### config.mk
export PLATFORM = sky130hd
export DESIGN_NAME = irq_prio_ctrl
export DESIGN_NICKNAME = d
export VERILOG_FILES = /design/src/rtl/irq_pkg.sv /design/src/rtl/irq_edge_sync.sv /design/src/rtl/irq_arbiter.sv /design/src/rtl/irq_prio_ctrl.sv
export SDC_FILE = /design/constraint.sdc
export NUM_CORES = 1
export LEC_CHECK = 0
export BUFFER_PORTS_ARGS = -buffer_cell sky130_fd_sc_hd__clkbuf_2
export CORE_ASPECT_RATIO = 0.75
export CORE_UTILIZATION = 60
export CTS_BUF_LIST = sky130_fd_sc_hd__clkbuf_2 sky130_fd_sc_hd__clkbuf_4 sky130_fd_sc_hd__clkbuf_8
export CTS_CLUSTER_SIZE = 25
export DETAILED_ROUTE_END_ITERATION = 16
export GPL_TIMING_DRIVEN = 0
export PLACE_DENSITY = 0.88
export SLEW_MARGIN = 20
export SYNTH_ARGS = -nofsm -noshare
export SYNTH_HDL_FRONTEND = slang
export SYNTH_SLANG_ARGS = --single-unit
### constraint.sdc
create_clock -name clk -period 9.95 [get_ports clk]
set_input_delay 1.99 -clock clk [delete_from_list [all_inputs] [get_ports clk]]
set_output_delay 1.99 -clock clk [all_outputs]
set_load 0.05 [all_outputs]
### src/rtl/irq_pkg.sv
package irq_pkg;
  typedef enum logic [1:0] {
    LVL_OFF  = 2'b00,
    LVL_LOW  = 2'b01,
    LVL_MED  = 2'b10,
    LVL_HIGH = 2'b11
  } irq_level_e;

  localparam logic [1:0] ADDR_PEND = 2'd0;
  localparam logic [1:0] ADDR_LVLH = 2'd1;
  localparam logic [1:0] ADDR_LVLL = 2'd2;
  localparam logic [1:0] ADDR_CTRL = 2'd3;
endpackage

### src/rtl/irq_edge_sync.sv
module irq_edge_sync #(
  parameter int NUM_SRC = 4
) (
  input  logic               clk,
  input  logic               rst,
  input  logic [NUM_SRC-1:0] raw_i,
  output logic [NUM_SRC-1:0] rise_o
);
  for (genvar g = 0; g < NUM_SRC; g++) begin : g_bit
    logic [2:0] shreg;
    always_ff @(posedge clk) begin
      if (rst) shreg <= '0;
      else     shreg <= {shreg[1:0], raw_i[g]};
    end
    assign rise_o[g] = shreg[1] & ~shreg[2];
  end
endmodule

### src/rtl/irq_arbiter.sv
module irq_arbiter
  import irq_pkg::*;
#(
  parameter int NUM_SRC = 4,
  parameter int VEC_W   = 2
) (
  input  logic [NUM_SRC-1:0] pend_i,
  input  logic [NUM_SRC-1:0] lvl_hi_i,
  input  logic [NUM_SRC-1:0] lvl_lo_i,
  output logic               any_o,
  output logic [VEC_W-1:0]   idx_o
);
  irq_level_e best_lvl;
  irq_level_e cur_lvl;

  always_comb begin
    best_lvl = LVL_OFF;
    cur_lvl  = LVL_OFF;
    idx_o    = '0;
    any_o    = 1'b0;
    // scan from the top index down so an equal level at a lower index replaces
    for (int i = NUM_SRC - 1; i >= 0; i--) begin
      cur_lvl = irq_level_e'({lvl_hi_i[i], lvl_lo_i[i]});
      if (pend_i[i] && (cur_lvl != LVL_OFF) && (cur_lvl >= best_lvl)) begin
        best_lvl = cur_lvl;
        idx_o    = VEC_W'(i);
        any_o    = 1'b1;
      end
    end
  end
endmodule

### src/rtl/irq_prio_ctrl.sv
module irq_prio_ctrl
  import irq_pkg::*;
#(
  parameter int NUM_SRC = 4,
  parameter int DATA_W  = 8,
  parameter int ADDR_W  = 2,
  localparam int VEC_W  = (NUM_SRC > 1) ? $clog2(NUM_SRC) : 1
) (
  input  logic               clk,
  input  logic               rst,
  input  logic [NUM_SRC-1:0] src_i,
  input  logic [ADDR_W-1:0]  bus_addr_i,
  input  logic               bus_we_i,
  input  logic [DATA_W-1:0]  bus_wdata_i,
  output logic [DATA_W-1:0]  bus_rdata_o,
  input  logic               ack_i,
  output logic               irq_o,
  output logic [VEC_W-1:0]   vec_o
);
  logic [NUM_SRC-1:0] src_rise;
  logic [NUM_SRC-1:0] pend_q, pend_d;
  logic [NUM_SRC-1:0] lvl_hi_q, lvl_lo_q;
  logic               gen_en_q;
  logic [NUM_SRC-1:0] clr_mask, ack_mask;
  logic               ack_take;
  logic               arb_any;
  logic [VEC_W-1:0]   arb_idx;
  logic [DATA_W-1:0]  rd_d;
  logic [1:0]         sel;

  assign sel = bus_addr_i[1:0];

  irq_edge_sync #(.NUM_SRC(NUM_SRC)) sync_i (
    .clk    (clk),
    .rst    (rst),
    .raw_i  (src_i),
    .rise_o (src_rise)
  );

  irq_arbiter #(.NUM_SRC(NUM_SRC), .VEC_W(VEC_W)) arb_i (
    .pend_i   (pend_q),
    .lvl_hi_i (lvl_hi_q),
    .lvl_lo_i (lvl_lo_q),
    .any_o    (arb_any),
    .idx_o    (arb_idx)
  );

  assign ack_take = ack_i & irq_o;
  assign clr_mask = (bus_we_i && sel == ADDR_PEND) ? bus_wdata_i[NUM_SRC-1:0] : '0;
  assign ack_mask = ack_take ? ({{(NUM_SRC-1){1'b0}}, 1'b1} << vec_o) : '0;
  assign pend_d   = (pend_q & ~clr_mask & ~ack_mask) | src_rise;

  always_ff @(posedge clk) begin
    if (rst) begin
      pend_q   <= '0;
      lvl_hi_q <= '0;
      lvl_lo_q <= '0;
      gen_en_q <= 1'b0;
    end else begin
      pend_q <= pend_d;
      if (bus_we_i && sel == ADDR_LVLH) lvl_hi_q <= bus_wdata_i[NUM_SRC-1:0];
      if (bus_we_i && sel == ADDR_LVLL) lvl_lo_q <= bus_wdata_i[NUM_SRC-1:0];
      if (bus_we_i && sel == ADDR_CTRL) gen_en_q <= bus_wdata_i[0];
    end
  end

  always_comb begin
    rd_d = '0;
    case (sel)
      ADDR_PEND: rd_d[NUM_SRC-1:0] = pend_q;
      ADDR_LVLH: rd_d[NUM_SRC-1:0] = lvl_hi_q;
      ADDR_LVLL: rd_d[NUM_SRC-1:0] = lvl_lo_q;
      default:   rd_d[0]           = gen_en_q;
    endcase
  end

  always_ff @(posedge clk) begin
    if (rst) bus_rdata_o <= '0;
    else     bus_rdata_o <= rd_d;
  end

  always_ff @(posedge clk) begin
    if (rst) begin
      irq_o <= 1'b0;
      vec_o <= '0;
    end else if (ack_take || !gen_en_q) begin
      irq_o <= 1'b0;
    end else if (!irq_o) begin
      irq_o <= arb_any;
      vec_o <= arb_idx;
    end
  end
endmodule

==> metrics.yaml <==
outcome: "complete, no violations"
cap_violations: 0
std_cell_rows: 15
drt-initial-drc-count: 57
gp_congestion: 0.8681
cp_common_cell: "ha_1"
async_reset_ff_frac: 0
crit_slowest_cell: "dfxtp_1"
fin_crit_ps: 3793
whs_path_depth: 1
cts_sinks: 32
grt_start_max_net_pins: 11
die-area_sq_um: 2715
criticalPathCategory: "flip-flop to flip-flop"
clkTransAtPathRegs_ps: 100
yosysWarnings: 0
nets: 220
fmax_mhz: 263.6
cts_tree: "built"
ctsHoldBuffers: 0
wl_per_cell_um: 13.90
syn_inst: 168
clk_path_buf_depth: 2
crit_required_ps: 10180
worstSetupStartpointType: "flip-flop"
setup_violations: 0
synth-compound-area-share: 0.1638
ys_seq_area_frac: 0.4256
synth_top_family_by_area: "simple AND/OR/NAND/NOR gates"
io_pins: 29
grt_overflow: 0
synth_top_area_frac: 0.4256
synth_xor_area_frac: 0
p_leak_uw: 0.0007444
synth.largest_area_cell: "dfxtp_1"
tns_ps: 0
cp-end-kind: "flip-flop"
critical-path-max-stage-delay_ps: 460
ff_latch_area_sq_um: 640.6
syn_to_final_growth_pct: 13.63
insertion_delay_ps: 330
powerDensity_nw_per_um2: 139.8
ant_nets: 0
grt_usage: 0.2719
post_cts_resized: 0
root_buffer: "clkbuf_4"
wl_mm: 3.211
synth_ff_type: "dfxtp_1"
synth_most_common_cell: "dfxtp_1"
finalClockSkew_ps: 2.265
vias: 1276
rrSetupSlack_ps: 6160
die_y_um: 45.38
antenna_found_initial: 0
cp.arrival_ps: 4020
yosys-top-cells-count: "32 x dfxtp_1, 16 x nor2_1, 15 x nor2b_1"
synthAdderAreaFrac: 0.04988
finalCritPeriodShare: 0.3813
ys_top_cells_by_area: "dfxtp_1 43%, nor2b_1 6.2%, mux2i_1 5.3%"
hold_path_class: "flip-flop to flip-flop"
synth_edf_count: 0
dieWidth_um: 59.84
grt_pass1_vias: 1144
hold_viol: 0
ys_ff_latch: 32
max-vdd-ir-drop_mv: 0.1100
post-dp-hpwl_mm: 2.433
htree_levels: 2
cts_buffers: 5
route.detailed.drc: 0
postCtsSetupRepairBufs: 0
diodes: 0
ys_types: 36
viasPerCell: 5.524
nFillCells: 189
grt_first_pass_wirelength_mm: 5.195
hold_ws_ps: 454.6
netlist_area_sq_um: 1505
crit_path_cell_trace: "inv_1 > ha_1 > nand2b_1 > a31o_1 > a211oi_1 > inv_1 > ha_1 > nor3b_1 > nor2_1 > and2_1 > o21ai_1 > ha_1 > nand2b_1 > a21oi_1 > nor2_1 > o41ai_2"
core-area_sq_um: 2327
drive_gt1_frac: 0.2030
syn_area_per_cell_sq_um: 8.959
synth.mux.area_fraction: 0.06816
worst_r2r_path_depth: 16
slew_violations: 0
port-buffer-count: 18
rsz0062_at_grt: "no"
synth-simple-area-share: 0.2203
multi_input_area_sq_um: 770.7
crit_fanout: 6
drtPass1Iterations: 4
start_util: 0.6468
## stage by stage
step                      cells  instance area, sq um  worst slack [ps]  total power [uW]  utilization
after floorplan             171                  1516              6562             157.5            -
after global placement      223                  1649              6315             163.6       0.7086
after detailed placement    223                  1649              6208             165.0       0.7086
after CTS                   231                  1710              6165             239.6       0.7349
after global routing        231                  1710              5875             249.8       0.7349
final                       231                  1710              6157             239.2       0.7349
## flip-flops by register name, indices dropped and copies added (netlist names)
register and flops:
gen_en_q 1, pend_q 4, lvl_lo_q 4, vec_o 2, irq_o 1, sync_i.g_bit.shreg 12, lvl_hi_q 4, bus_rdata_o 4
## cell usage in the layout (no fill, tap or decap), types with 2 or more instances in the layout
cell type,instances
a211oi_1,3
a21oi_1,12
a31oi_1,3
a32o_1,4
and2_1,2
buf_2,3
buf_4,4
clkbuf_1,3
clkbuf_2,18
clkbuf_4,5
clkinv_2,2
conb_1,4
dfxtp_1,32
ha_1,6
inv_1,12
mux2i_1,8
nand2_1,10
nand2b_1,2
nand3_1,6
nand3b_1,4
nand4_1,2
nor2_1,16
nor2b_1,15
nor3b_1,2
o21ai_0,3
o41ai_2,2
## final timing paths
kind | from | end
setup / recovery | lvl_lo_q[2] | vec_o[1]
hold / removal | sync_i.g_bit[0].shreg[0] | sync_i.g_bit[0].shreg[1]
setup reg to reg | lvl_lo_q[2] | vec_o[1]
hold reg to reg | sync_i.g_bit[0].shreg[0] | sync_i.g_bit[0].shreg[1]
## routing by layer
metal	share of wire	wire [um]	global-route usage	vias up
li1	-	-	-	633
met1	0.47	1497	0.3561	580
met2	0.45	1439	0.4267	53
met3	0.057	184	0.06250	10
met4	0.028	89	0.1349	0
met5	0	0	0	-
## worst max-delay path, delay by kind of cell, from the launching register on
family	cells	cell delay (ps)
AOI/OAI and AO/OA	5	1260
and+or+nand+nor	6	1010
adders and majority gates	3	800
DFF	1	460
buffers and inverters	2	160
## cell families after synthesis
logic type,count (synthesis)
AND/OR/NAND/NOR,63
AO/OA/AOI/OAI,34
flip-flops,32
buffers and inverters,23
multiplexers,9
adder cells (fa/ha/maj),6
other,1
## layout make-up
type                            instances  share of cell area
Timing Repair Buffer                   18             0.05267
Clock buffer                            6             0.02999
Inverter                               12             0.02634
Buffer                                 11             0.03511
Clock inverter                          2            0.005852
Tap cell                               34             0.02487
Multi-Input combinational cell        116              0.4506
Sequential cell                        32              0.3745
## report_power, final
group	switching (uW)	total [uW]	internal (uW)
Combinational	16.3	26.6	10.3
Clock	43.0	76.6	33.6
Sequential	3.56	136	132
Total	62.9	239	176
No activity file was read; power rests on OpenSTA's default activity.
